===== src/rtl/bp_pkg.sv =====
package bp_pkg;

   typedef enum logic [2:0] {
      CLS_OTHER = 3'd0,
      CLS_CJMP  = 3'd1,
      CLS_UJMP  = 3'd2,
      CLS_CALL  = 3'd3,
      CLS_RET   = 3'd4
   } iclass_e;

   typedef enum logic [1:0] {
      POL_TAKEN    = 2'd0,
      POL_NOTTAKEN = 2'd1,
      POL_BTFNT    = 2'd2
   } policy_e;

   localparam logic [2:0] CC_ALWAYS = 3'd0;
   localparam logic [2:0] CC_LE     = 3'd1;
   localparam logic [2:0] CC_LT     = 3'd2;
   localparam logic [2:0] CC_EQ     = 3'd3;
   localparam logic [2:0] CC_NE     = 3'd4;
   localparam logic [2:0] CC_GE     = 3'd5;
   localparam logic [2:0] CC_GT     = 3'd6;

endpackage


===== src/rtl/bp_cond_eval.sv =====
module bp_cond_eval
   import bp_pkg::*;
(
   input  logic [2:0] cc,
   input  logic       zf,
   input  logic       sf,
   input  logic       of,
   output logic       holds
);

   logic lt;

   always_comb begin
      lt = sf ^ of;
      case (cc)
         CC_ALWAYS: holds = 1'b1;
         CC_LE:     holds = lt | zf;
         CC_LT:     holds = lt;
         CC_EQ:     holds = zf;
         CC_NE:     holds = ~zf;
         CC_GE:     holds = ~lt;
         CC_GT:     holds = ~lt & ~zf;
         default:   holds = 1'b0;
      endcase
   end

endmodule


===== src/rtl/bp_predict.sv =====
module bp_predict
   import bp_pkg::*;
#(
   parameter int AW = 64,
   parameter int LW = 4
) (
   input  logic          f_valid,
   input  logic [2:0]    cls,
   input  logic [2:0]    cc,
   input  logic [1:0]    mode,
   input  logic [AW-1:0] pc,
   input  logic [LW-1:0] len,
   input  logic [AW-1:0] target,
   output logic [AW-1:0] pred_pc,
   output logic          rec_en,
   output logic          rec_taken,
   output logic [AW-1:0] rec_alt
);

   localparam int PAD = AW - LW;

   logic [AW-1:0] len_ext;
   logic [AW-1:0] seq_pc;
   logic          backward;
   logic          dir_taken;
   logic          taken;

   generate
      if (PAD > 0) begin : g_pad
         assign len_ext = {{PAD{1'b0}}, len};
      end else begin : g_nopad
         assign len_ext = len[AW-1:0];
      end
   endgenerate

   assign seq_pc   = pc + len_ext;
   assign backward = target < seq_pc;

   always_comb begin
      case (mode)
         POL_NOTTAKEN: dir_taken = 1'b0;
         POL_BTFNT:    dir_taken = backward;
         default:      dir_taken = 1'b1;
      endcase
   end

   always_comb begin
      taken  = 1'b0;
      rec_en = 1'b0;
      case (cls)
         CLS_CJMP: begin
            if (cc == CC_ALWAYS) begin
               taken = 1'b1;
            end else begin
               taken  = dir_taken;
               rec_en = f_valid;
            end
         end
         CLS_UJMP, CLS_CALL: taken = 1'b1;
         default:            taken = 1'b0;
      endcase
   end

   assign pred_pc   = taken ? target : seq_pc;
   assign rec_taken = taken;
   assign rec_alt   = taken ? seq_pc : target;

endmodule


===== src/rtl/bp_resolve_q.sv =====
module bp_resolve_q #(
   parameter int AW    = 64,
   parameter int DEPTH = 2
) (
   input  logic          clk,
   input  logic          rst_n,
   input  logic          flush,
   input  logic          push,
   input  logic          push_taken,
   input  logic [2:0]    push_cc,
   input  logic [AW-1:0] push_alt,
   output logic          head_valid,
   output logic          head_taken,
   output logic [2:0]    head_cc,
   output logic [AW-1:0] head_alt
);

   generate
      for (genvar i = 0; i < DEPTH; i++) begin : g_stage
         logic          v_q;
         logic          t_q;
         logic [2:0]    c_q;
         logic [AW-1:0] a_q;
         logic          v_d;
         logic          t_d;
         logic [2:0]    c_d;
         logic [AW-1:0] a_d;

         if (i == 0) begin : g_head_in
            assign v_d = push;
            assign t_d = push_taken;
            assign c_d = push_cc;
            assign a_d = push_alt;
         end else begin : g_chain_in
            assign v_d = g_stage[i-1].v_q;
            assign t_d = g_stage[i-1].t_q;
            assign c_d = g_stage[i-1].c_q;
            assign a_d = g_stage[i-1].a_q;
         end

         always_ff @(posedge clk) begin
            if (!rst_n) begin
               v_q <= 1'b0;
               t_q <= 1'b0;
               c_q <= '0;
               a_q <= '0;
            end else begin
               v_q <= v_d & ~flush;
               t_q <= t_d;
               c_q <= c_d;
               a_q <= a_d;
            end
         end
      end
   endgenerate

   assign head_valid = g_stage[DEPTH-1].v_q;
   assign head_taken = g_stage[DEPTH-1].t_q;
   assign head_cc    = g_stage[DEPTH-1].c_q;
   assign head_alt   = g_stage[DEPTH-1].a_q;

endmodule


===== src/rtl/brpred_nextpc.sv =====
module brpred_nextpc #(
   parameter int AW        = 64,
   parameter int LW        = 4,
   parameter int RES_DEPTH = 2
) (
   input  logic          clk,
   input  logic          rst_n,
   input  logic [1:0]    mode,
   input  logic          f_valid,
   input  logic [2:0]    f_class,
   input  logic [2:0]    f_cond,
   input  logic [AW-1:0] f_pc,
   input  logic [LW-1:0] f_len,
   input  logic [AW-1:0] f_target,
   input  logic          e_zf,
   input  logic          e_sf,
   input  logic          e_of,
   input  logic          ret_valid,
   input  logic [AW-1:0] ret_addr,
   output logic [AW-1:0] next_pc,
   output logic          mispredict,
   output logic [AW-1:0] corrected_pc
);

   generate
      if (AW < 8) begin : g_bad_aw
         $error("brpred_nextpc: AW must be at least 8");
      end
      if (LW < 1 || LW >= AW) begin : g_bad_lw
         $error("brpred_nextpc: LW must be in 1..AW-1");
      end
      if (RES_DEPTH < 1) begin : g_bad_depth
         $error("brpred_nextpc: RES_DEPTH must be at least 1");
      end
   endgenerate

   logic [AW-1:0] pred_pc;
   logic          rec_en;
   logic          rec_taken;
   logic [AW-1:0] rec_alt;
   logic          hd_valid;
   logic          hd_taken;
   logic [2:0]    hd_cc;
   logic [AW-1:0] hd_alt;
   logic          cond_true;

   bp_predict #(.AW(AW), .LW(LW)) u_pred (
      .f_valid   (f_valid),
      .cls       (f_class),
      .cc        (f_cond),
      .mode      (mode),
      .pc        (f_pc),
      .len       (f_len),
      .target    (f_target),
      .pred_pc   (pred_pc),
      .rec_en    (rec_en),
      .rec_taken (rec_taken),
      .rec_alt   (rec_alt)
   );

   bp_resolve_q #(.AW(AW), .DEPTH(RES_DEPTH)) u_q (
      .clk        (clk),
      .rst_n      (rst_n),
      .flush      (mispredict),
      .push       (rec_en),
      .push_taken (rec_taken),
      .push_cc    (f_cond),
      .push_alt   (rec_alt),
      .head_valid (hd_valid),
      .head_taken (hd_taken),
      .head_cc    (hd_cc),
      .head_alt   (hd_alt)
   );

   bp_cond_eval u_cc (
      .cc    (hd_cc),
      .zf    (e_zf),
      .sf    (e_sf),
      .of    (e_of),
      .holds (cond_true)
   );

   assign mispredict   = hd_valid & (cond_true != hd_taken);
   assign corrected_pc = hd_valid ? hd_alt : '0;

   always_comb begin
      if (mispredict)     next_pc = corrected_pc;
      else if (ret_valid) next_pc = ret_addr;
      else                next_pc = pred_pc;
   end

endmodule


===== config.mk =====
export PLATFORM = sky130hd
export DESIGN_NAME = brpred_nextpc
export DESIGN_NICKNAME = d
export VERILOG_FILES = /design/src/rtl/bp_pkg.sv /design/src/rtl/bp_cond_eval.sv /design/src/rtl/bp_predict.sv /design/src/rtl/bp_resolve_q.sv /design/src/rtl/brpred_nextpc.sv
export SDC_FILE = /design/constraint.sdc
export NUM_CORES = 1
export LEC_CHECK = 0
export BUFFER_PORTS_ARGS = -buffer_cell sky130_fd_sc_hd__clkbuf_2
export CAP_MARGIN = 20
export CORE_MARGIN = 2
export CORE_UTILIZATION = 55
export CTS_CLUSTER_SIZE = 24
export DETAILED_ROUTE_END_ITERATION = 12
export PLACE_DENSITY = 0.85
export SYNTH_ARGS = -nofsm -noshare
export SYNTH_HDL_FRONTEND = slang
export SYNTH_SLANG_ARGS = --single-unit

===== constraint.sdc =====
create_clock -name clk -period 18.8 [get_ports clk]
set_clock_uncertainty 0.05 [all_clocks]
set_input_delay 4.7 -clock clk [delete_from_list [all_inputs] [get_ports clk]]
set_output_delay 4.7 -clock clk [all_outputs]
set_load 0.03 [all_outputs]

; Word-level counts from Yosys, hierarchy flattened
; Cells that the tools add are included.
[op_classes]
n_addsub = 1
magnitude_cmp = 1
muxes = 11
n_reduce_logical = 3
bitwise_logic = 9
eq_ne = 12
[op_table]
columns = cell, count
row1 = $mux W64, 5
row2 = $add A64 B4 Y64, 1
row3 = $lt A64 B64 Y1, 1
row4 = $eq A3 B2 Y1 const B, 4
row5 = $eq A3 B3 Y1 const B, 3
row6 = $pmux W1 S7, 1
row7 = $eq A3 B1 Y1 const B, 2
row8 = $logic_not A3 Y1, 2
row9 = $and A1 B1 Y1, 4
row10 = $pmux W1 S2, 2
row11 = $mux W1, 3
row12 = $not A1 Y1, 3
row13 = $eq A2 B1 Y1 const B, 1
row14 = $eq A2 B2 Y1 const B, 1
row15 = $reduce_or A2 Y1, 1
row16 = $ne A1 B1 Y1, 1
row17 = $or A1 B1 Y1, 1
row18 = $xor A1 B1 Y1, 1
[totals]
ff_bits = 138
word_cells = 45
out_inout_bits = 129
input_bits = 211

; Longest topological paths before layout
; Gate-level depths: netlist of run 1.
[depth]
depth_word = 8
mapped_depth = 22
depth_no_buf = 18

; Modules after synthesis
; Synthesis of run 1 repeated with hierarchy kept, for this count alone.
[hier_totals]
cells_unflattened = 1096
area_unflattened_um2 = 10955.5
[modules_own_cells]
columns = mod, seq_area_each_um2, n_inst, cells_per_inst, area_per_inst_um2
row1 = bp_predict, 0.0, 1, 580, 4844.6
row2 = bp_resolve_q, 2762.6, 1, 291, 3808.7
row3 = brpred_nextpc, 0.0, 1, 216, 2229.6
row4 = bp_cond_eval, 0.0, 1, 9, 72.6

; Worst setup path after synthesis of run 1
; OpenSTA, ideal clock, no wires.
[synth_timing]
kind = input port to output port
start = input port f_pc[0]
end = output port next_pc[3]
cell_stages = 21
arrival_time_ns = 9.472
required_ns = 14.050
n_path_buf = 3
slack_ns = 4.578
path_cell_list = ha_1 -> inv_1 -> fa_1 -> nor2b_1 -> o31ai_1 -> or3_1 -> or4_1 -> buf_4 -> nor2_4 -> xnor2_1 -> ha_1 -> nand3_1 -> nor2_1 -> a2111oi_0 -> nor3_1 -> nor4_1 -> a31o_2 -> buf_2 -> buf_2 -> mux2i_1 -> a211oi_1
[synth_between]
elab_chain_len = 8
[synth_lines]
columns = element, line_no
row1 = "start, declared", brpred_nextpc.sv:12  ; input logic [AW-1:0] f_pc,
row2 = $add A64 B4 Y64 (*), bp_predict.sv:36  ; assign seq_pc = pc + len_ext;
row3 = $lt A64 B64 Y1, bp_predict.sv:37  ; assign backward = target < seq_pc;
row4 = $pmux W1 S2, bp_predict.sv:40  ; case (mode)
row5 = $mux W1, bp_predict.sv:52  ; if (cc == CC_ALWAYS) begin
row6 = $pmux W1 S2, bp_predict.sv:50  ; case (cls)
row7 = $mux W64 (*), bp_predict.sv:64  ; assign pred_pc = taken ? target : seq_pc;
row8 = $mux W64 (*), brpred_nextpc.sv:88  ; else if (ret_valid) next_pc = ret_addr;
row9 = $mux W64 (*), brpred_nextpc.sv:87  ; if (mispredict) next_pc = corrected_pc;
row10 = "end, declared", brpred_nextpc.sv:20  ; output logic [AW-1:0] next_pc,
; Every way passes the cells marked *; elsewhere a longest branch is shown, timed or not.

; Final worst setup path of run 1
[layout_timing]
start = input port f_pc[0]
end = output port next_pc[20]
; The elaborated chain is that of the path after synthesis.

==> metrics.txt, run 1 <==
Pint 0.6023 mW; Syn. warnings 0; metal3 WL 2033 µm; Async SR Flop Fraction 0%; Post-synth EDFFs 0; Port Buf Inserts 339; switch share 31.18%; Final GP Congestion 0.9025; Setup crit end next_pc[20]; Psw 0.2729 mW; routed length on met2 14080 µm; RSZ-0062 raised after global routing false; final antenna-violating net count 0; Synth Area per Inst 8.099 µm²; per-cell routed wire length 17.48 µm; Final HPWL DP 22700 µm; R2R depth 9; Area after DPL 11450 µm²; Area Overhead vs Synth 24.06%; Slew Viols, Final 0; largest net degree at the start of global routing 118; Tcrit/Tclk final 84.08%; Starting Density 56.10%; Leak 6.230 nW; # setup viols final 0; Worst Hold Depth 1; commonest non-fill, non-tap cells in the layout clkbuf_2, and2_1, dfxtp_1; CTS tree built; outcome finished clean; Worst-path clk slew 60 ps; dominant synthesized flop cell dfxtp_1; FILL cells 1380; biggest area consumer among synthesized cells dfxtp_1; Final Net Count 1768; setup TNS 0 ps; CTS buffer count 17; r2r setup slk 16280 ps; syn_nets 1477; Comb pwr share 25.8%; Seq/Total Area, Yosys 28.47%; GRT overflow 0; Power Dens Cells 72.70 nW/µm²; vias per inst 5.715; die area 18720 µm²; DRC 0; DRT iter0 DRCs 499; antenna violations before repair 0; critical path fanouts, max 117; first-pass detailed-route iteration total 5; Yosys top cell area share 28.47%; min-delay worst type reg -> reg; register share of total power 37.0%; fin crit period 15810 ps; global-route wire length before repair 46620 µm; Slew Limit Headroom 37.86%; cell area after synthesis 9703 µm²; Total Routing Usage GR 31.71%; Yosys reg bits 138; row count 48; Clock Tree Buf Depth 2; vias in the first global route 9315; FF-to-FF Start u_q.head_cc[0]; Final Hold Vio Count 0; Clock power frac 37.2%; Sink Count 138; Distinct cells, synth 57; Routed WL 30160 µm; final antenna diode count 0; gate count after technology mapping 1198; M1 WL 12740 µm; r2r endpoint u_q.g_stage[0].v_q; Arr. time, crit path 11060 ps; hold-fix buffers at CTS 0; Crit. End Element output pin; CP required 14050 ps; H-tree depth 4; highest routed layer met4; Max Cap Viol 0; Resize count post-CTS 0; clock root cell clkbuf_16; share of layout cells above drive strength 1 29.67%; most common cell after layout, fill and taps aside clkbuf_2; io pins 340; total vias in the final route 9859; kind of start point of the critical path input pin; Worst setup startpoint f_pc[0]; Max Clock Freq 63.26 MHz; # Post-CTS Setup Buffers 0; maximum vdd ir drop 0.00006285 V; Skew-Pair Late Insertion Delay 430 ps; Slew @ Worst Pin 923.6 ps; Core Region 17300 µm²; Synth area leaders dfxtp_1, and2_1, ha_1; DIE WIDTH 136.8 µm; Finished Cell Area 12040 µm²; Crit Path Class in -> out; die height 136.8 µm
-- power groups by stage --
stage	registers (mW)	clock network, mW	logic, mW
2_1_floorplan	0.326	0	0.150
3_3_place_gp	0.329	0	0.216
3_5_place_dp	0.330	0	0.221
4_1_cts	0.324	0.328	0.224
5_1_grt	0.325	0.342	0.246
6_report	0.323	0.326	0.226
-- cells by family after synthesis --
logic type / count (synthesis) / synth area share (%)
AO/OA/AOI/OAI: 246 / 17.92
XOR/XNOR: 64 / 5.777
adder cells (fa/ha/maj): 68 / 8.846
AND/OR/NAND/NOR: 462 / 25.49
multiplexers: 65 / 7.170
buffers and inverters: 155 / 6.319
flip-flops: 138 / 28.47
-- per-layer routing --
layer,vias to the layer above,GRT usage [%]
li1,4746,-
met2,393,52.28
met1,4629,38.99
met5,-,0
met3,91,6.889
met4,0,16.09
-- stage by stage --
stage / hold WS (ps) / worst slack (ps) / power (mW) / util [%] / std cells
3_3_place_gp: 363.1 / 3132 / 0.5450 / 66.18 / 1693
5_1_grt: 389.1 / 2543 / 0.9132 / 69.60 / 1725
3_5_place_dp: 366.9 / 3032 / 0.5508 / 66.20 / 1694
2_1_floorplan: 355.7 / 4578 / 0.4761 / - / 1198
4_1_cts: 379.2 / 2980 / 0.8753 / 69.48 / 1724
6_report: 377.2 / 2993 / 0.8751 / 69.60 / 1725
-- worst min-delay path by stage --
stage	start	slack [ps]	endpoint
CTS	u_q.g_stage[0].a_q[49]	380	u_q.head_alt[49]
finish	u_q.g_stage[0].a_q[49]	380	u_q.head_alt[49]
detailed placement	u_q.g_stage[0].a_q[52]	370	u_q.head_alt[52]
global route	u_q.g_stage[0].c_q[1]	390	u_q.head_cc[1]
global placement	u_q.g_stage[0].a_q[21]	360	u_q.head_alt[21]
floorplan	u_q.g_stage[0].a_q[12]	360	u_q.head_alt[12]
-- registers in the layout (all words and copies together) (netlist names) --
| name | flops |
|---|---|
| u_q.g_stage.a_q | 64 |
| u_q.g_stage.c_q | 3 |
| u_q.g_stage.t_q | 1 |
| u_q.g_stage.v_q | 1 |
| u_q.head_alt | 64 |
| u_q.head_cc | 3 |
| u_q.head_taken | 1 |
| u_q.head_valid | 1 |
-- critical path, stage by stage --
cell	delay (ps)
clkbuf_2	80
ha_1	150
inv_1	50
fa_1	390
nor2b_1	210
o31ai_1	180
nor4_1	790
and2b_1	370
nand2_1	100
xor2_1	230
ha_1	300
and4_1	260
a221oi_1	440
o21ai_0	140
nor4_1	360
a31o_4	810
buf_12	480
mux2_2	410
o22ai_1	160
clkbuf_2	260
-- Yosys cell counts (all sizes together), types with 3 or more instances --
cell type  number
a21oi          84
nand3          33
a21o            4
dfxtp         138
nor3           22
xor2           18
nand2         103
mux2i          29
o211a          58
and3           12
buf            19
o22ai          60
nor2           99
a2111oi         4
or4             3
or3             4
ha             67
inv            79
nor4            6
nor2b           3
a221oi          4
clkbuf         57
o21ai          17
nor3b           5
and4            6
mux2           36
nand2b          4
xnor2          46
nand4          20
and2          138
a211oi          5
-- area by class of cell --
cell class / count / area, µm² / area share [%]
multi-input combinational: 905 / 6341 / 52.68
inverter: 79 / 296.5 / 2.463
sequential: 138 / 2764 / 22.96
timing repair buffer: 348 / 1788 / 14.85
clock buffer: 18 / 439.2 / 3.648
tap: 225 / 281.5 / 2.339
clock inverter: 12 / 127.6 / 1.060
No activity file was read; power rests on OpenSTA's default activity.
==> run 2, diff against run 1 <==
Settings changed: ABC_AREA from default to 1, CORE_UTILIZATION 55 to 48, PLACE_DENSITY 0.85 to 0.77.
Clock period 18.8 ns to 14.13 ns, I/O delays scaled along.
==> run 2 against run 1 <==
  * Sequential share of layout area down 1.8 points
  * Register-to-register slack worse by 4200 ps
  * Sequential power up 32%
  * Wire length rose by 17%
  * Die area is 25% higher
  * Core utilization shrank 9.7 points
  * Flip-flop and latch count is the same
  * Design area increased by 8.6%
  * Critical endpoint is now next_pc[38]
==> metrics.txt, run 2 <==
largest net degree at the start of global routing 87; Synth area leaders dfxtp_1, nand2_1, inv_1; met3 Resource Use GR 5.954%; share of layout cells above drive strength 1 19.60%; area of the multi-input gates 6580 µm²; Starting Density 48.89%; FILL cells 2191; Syn. warnings 0; Resize count post-CTS 0; Finished Cell Area 13070 µm²; total vias in the final route 12.02k; min-delay worst type reg -> reg; Crit Path Class in -> out; first-pass detailed-route iteration total 5; hold-fix buffers at CTS 0; Leak 7.565 nW; Port Buf Inserts 339; Final GP Congestion 0.9438; Routed WL 35160 µm; fin crit period 12470 ps; biggest area consumer among synthesized cells dfxtp_1; kind of start point of the critical path input pin; Sink Count 138; Slew Limit Headroom 42.06%; most common cell after layout, fill and taps aside nand2_1; Area Overhead vs Synth 22.48%; Seq/Total Area, Yosys 25.89%; # setup viols final 0; Max Clock Freq 80.20 MHz; vias per inst 5.097; Skew-Pair Late Insertion Delay 430 ps; Worst-path clk slew 60 ps; CTS tree built; Synth Area per Inst 5.988 µm²; RSZ-0062 raised after global routing false; per-cell routed wire length 14.91 µm; worst setup margin 1661 ps; global-route wire length before repair 56530 µm; dominant synthesized flop cell dfxtp_1; antenna violations before repair 0; Post-synth EDFFs 0; commonest non-fill, non-tap cells in the layout nand2_1, clkbuf_2, inv_1; Final HPWL DP 27340 µm; Slew @ Worst Pin 869.1 ps; clock root cell clkbuf_16; Synth top cells by count nand2_1, inv_1, nor2_1; CTS buffer count 17; Area after DPL 12460 µm²; Distinct cells, synth 40; critical path fanouts, max 86; Final Core Density 59.88%; GRT overflow 0; outcome finished clean; Finished Layout Cells 2358; vias in the first global route 11.13k; syn_nets 2061; Final Hold Vio Count 0; Clock Tree Buf Depth 2; CP required 10550 ps; placed cell count 2325; Yosys reg bits 138; cell area after synthesis 10670 µm²; Tcrit/Tclk final 88.25%; most frequent cell after synthesis nand2_1; Slew Viols, Final 0; setup TNS 0 ps; Core Region 21820 µm²; pre-CTS setup slack 1695 ps; DRC 0; Power Dens Cells 91.10 nW/µm²; Final Net Count 2343; # Post-CTS Setup Buffers 0; busiest grt layer met2; die area 23440 µm²; maximum vdd ir drop 0.00007633 V; gate count after technology mapping 1782; die height 153.1 µm; row count 54; Yosys top cell area share 25.89%; H-tree depth 4; Async SR Flop Fraction 0%; io pins 340; Arr. time, crit path 8890 ps; DRT iter0 DRCs 883; final antenna-violating net count 0; Total Routing Usage GR 29.65%; DIE WIDTH 153.1 µm; met2 GRT Util 49.30%; register area 2764 µm²; Max Cap Viol 0; global-route track usage on met1 38.43%; Crit. End Element output pin
==> run 2: cell count changes in the layout (fill, tap and decap cells not counted), sizes merged, moves of 29 or more <==
| cell | before | now |
|---|---|---|
| and2 | 138 | 0 |
| inv | 79 | 272 |
| mux2i | 29 | 0 |
| nand2 | 103 | 521 |
| nor2 | 99 | 206 |
| mux2 | 36 | 0 |
| o211a | 58 | 0 |
| xor2 | 18 | 49 |
| o21ai | 17 | 67 |
| nand3 | 33 | 141 |
| o22ai | 60 | 1 |
| xnor2 | 46 | 9 |
| nor3 | 22 | 52 |
==> run 2: per-stage QoR <==
step	hold WS [ps]	total power, mW
5_1_grt	372.0	1.251
4_1_cts	356.5	1.196
3_3_place_gp	341.8	0.7270
2_1_floorplan	336.4	0.6321
6_report	358.9	1.191
3_5_place_dp	346.0	0.7320
==> run 2: where the power goes <==
group / switching, mW / internal, mW
sequential: 0.0101 / 0.417
clock: 0.183 / 0.280
combinational: 0.198 / 0.102
total: 0.391 / 0.799
==> run 2: layout make-up <==
cell class	count	area share (%)
clock buffers	20	3.341
repair buffers	347	13.46
flip-flops and latches	138	21.15
diodes	1	0.01915
clock inverters	12	1.264
multi-input cells	1292	50.35
well taps	280	2.681
inverters	268	7.736
==> run 2: final timing paths <==
kind                    startpoint            endpoint  slack (ps)  cells after the start
min          u_q.g_stage[0].a_q[4]     u_q.head_alt[4]         360                      2
max                        f_pc[0]         next_pc[38]        1660                     28
max reg2reg         u_q.head_cc[0]  u_q.g_stage[0].v_q       12060                      8
min reg2reg  u_q.g_stage[0].a_q[4]     u_q.head_alt[4]         360                      2
==> run 2: worst max-delay path: stages <==
cell and delay, ps:
clkbuf_2 100, ha_1 230, inv_1 80, fa_1 450
o21ai_4 300, nand2_1 100, nor2_2 220, nand4_1 240
nor4_2 390, nand2_1 180, xnor2_1 230, inv_1 90
ha_1 270, nand2_1 110, o21ai_0 100, a21oi_1 140
nand2_1 70, a21oi_1 130, nand3_1 100, nand3_1 90
nand2_2 70, nand2_4 380, buf_4 690, nand2_1 100
nand3_1 100, nand2_1 60, nand2_1 60, clkbuf_2 200
==> run 2: cells by family (layout without fill, tap and decap cells) <==
logic type / count (synthesis) / in the layout / synth area share (%)
and+or+nand+nor: 992 / 992 / 40.06
buffers and inverters: 352 / 647 / 12.56
AOI/OAI and AO/OA: 174 / 174 / 8.619
DFF: 138 / 138 / 25.89
adders and majority gates: 68 / 68 / 8.044
xor gates and xnor gates: 58 / 58 / 4.831
other: 0 / 1 / 0
==> run 2: per-layer routing <==
metal	vias up	wire length [µm]
met2	477	16170
met3	67	2572
met5	-	0
li1	6157	-
met4	0	980
met1	5317	15440
==> run 3, diff against run 2 <==
--- a/constraint.sdc
+++ b/constraint.sdc
@@ -4,2 +4,2 @@
 set_output_delay 3.5325 -clock clk [all_outputs]
-set_load 0.03 [all_outputs]
+set_load 0.01 [all_outputs]
==> run 3 against run 2 <==
  * Combinational power decreased by 9.7%
  * First-iteration DRC count fell by 7.0%
  * Design area about the same
  * Fmax shrank 2.4%
  * Power shrank 3.0%
  * Worst setup slack got worse by 310 ps
  * Count of clock-buffer cells in the layout down 2
  * Flip-flop and latch count unchanged
==> metrics.txt, run 3 (same netlist as run 2, synthesis figures left out) <==
vias in the first global route 11.07k; Area Overhead vs Synth 22.41%; vias per inst 5.118; setup TNS 0 ps; CP required 10550 ps; maximum vdd ir drop 0.00009762 V; worst setup margin 1353 ps; Final Net Count 2343; H-tree depth 4; Routed WL 35540 µm; Crit. End Element output pin; DIE WIDTH 153.1 µm; Total Routing Usage GR 29.45%; Slew Viols, Final 0; hold slack 355.7 ps; Leak 7.579 nW; GRT overflow 0; pre-CTS setup slack 1436 ps; Port Buf Inserts 339; min-delay worst type reg -> reg; # Post-CTS Setup Buffers 0; die area 23440 µm²; Worst-path clk slew 60 ps; # setup viols final 0; Max Cap Viol 0; DRT iter0 DRCs 821; io pins 340; Starting Density 48.89%; largest net degree at the start of global routing 104; final antenna-violating net count 0; outcome finished clean; Max Clock Freq 78.27 MHz; die height 153.1 µm; RSZ-0062 raised after global routing false; Skew-Pair Late Insertion Delay 420 ps; Final HPWL DP 27400 µm; CTS buffer count 17; CTS tree built; final antenna diode count 0; share of layout cells above drive strength 1 19.74%; global-route wire length before repair 56360 µm; Crit Path Class in -> out; row count 54; Final GP Congestion 0.9300; total vias in the final route 12.06k; most common cell after layout, fill and taps aside nand2_1; Tcrit/Tclk final 90.42%; kind of start point of the critical path input pin; Sink Count 138; critical path fanouts, max 103; Clock Tree Buf Depth 2; placed cell count 2325; Arr. time, crit path 9190 ps; Slew @ Worst Pin 998.9 ps; Final Hold Vio Count 0; fin crit period 12780 ps; Final Core Density 59.85%; antenna violations before repair 0; Finished Layout Cells 2357; Slew Limit Headroom 33.41%; clock root cell clkbuf_16; per-cell routed wire length 15.08 µm; Resize count post-CTS 0; commonest non-fill, non-tap cells in the layout nand2_1, clkbuf_2, inv_1; FILL cells 2153; Power Dens Cells 88.44 nW/µm²; Core Region 21820 µm²; DRC 0; hold-fix buffers at CTS 0; first-pass detailed-route iteration total 7
[run 3: changes by cell type in the layout (fill, tap and decap cells not counted)]
cell,change
clkinv_2,+2
clkbuf_1,-3
clkinvlp_4,-3
diode_2,-1
inv_6,+3
clkinv_4,+1
clkbuf_8,+1
bufinv_16,-1
[run 3: worst paths after layout]
check | from | to | cells after the start | slack (ps)
max | f_pc[0] | next_pc[28] | 28 | 1350
min | u_q.g_stage[0].a_q[53] | u_q.head_alt[53] | 2 | 360
max reg2reg | u_q.head_cc[0] | u_q.g_stage[0].v_q | 8 | 12050
min reg2reg | u_q.g_stage[0].a_q[53] | u_q.head_alt[53] | 2 | 360
[run 3: final cells by class]
cell class,instances,area [µm²],share of cell area [%]
tap,280,350.3,2.682
timing repair buffer,347,1759,13.47
multi-input combinational,1292,6580,50.38
clock buffer,18,439.2,3.362
inverter,268,1011,7.740
clock inverter,14,157.7,1.207
sequential,138,2764,21.16
[run 3: power breakdown]
group	switching [mW]	leakage, nW	internal [mW]
combinational	0.169	6.14	0.102
sequential	0.0103	1.14	0.417
clock	0.188	0.297	0.269
total	0.367	7.58	0.788
[run 3: per-stage QoR]
step,cell area [µm²],power (mW)
6_report,13060,1.155
2_1_floorplan,10670,0.6014
3_3_place_gp,12460,0.6973
3_5_place_dp,12460,0.7021
4_1_cts,13060,1.159
5_1_grt,13060,1.215
[run 3: critical path: stages]
cell	delay, ps
clkbuf_2	100
ha_1	230
inv_1	80
fa_1	440
o21ai_4	310
nand2_1	100
nor2_2	220
nand4_1	250
nor4_2	450
nand2_1	160
xnor2_1	200
inv_1	80
ha_1	270
nand2_1	120
nor3_1	80
and3_1	190
and3_1	150
nand2_1	90
nand3_1	70
nand3_1	80
nand2_2	80
nand2_4	690
buf_4	680
nand2_1	110
nand3_1	100
nand2_1	70
nand2_1	70
clkbuf_2	130
[run 3: layer usage]
layer	track usage, %	part of all wire [%]	up-vias
met3	4.650	6.7	54
met5	0	0	-
met2	49.45	46	435
met1	39.21	45	5423
met4	8.289	2.2	0
li1	-	-	6151
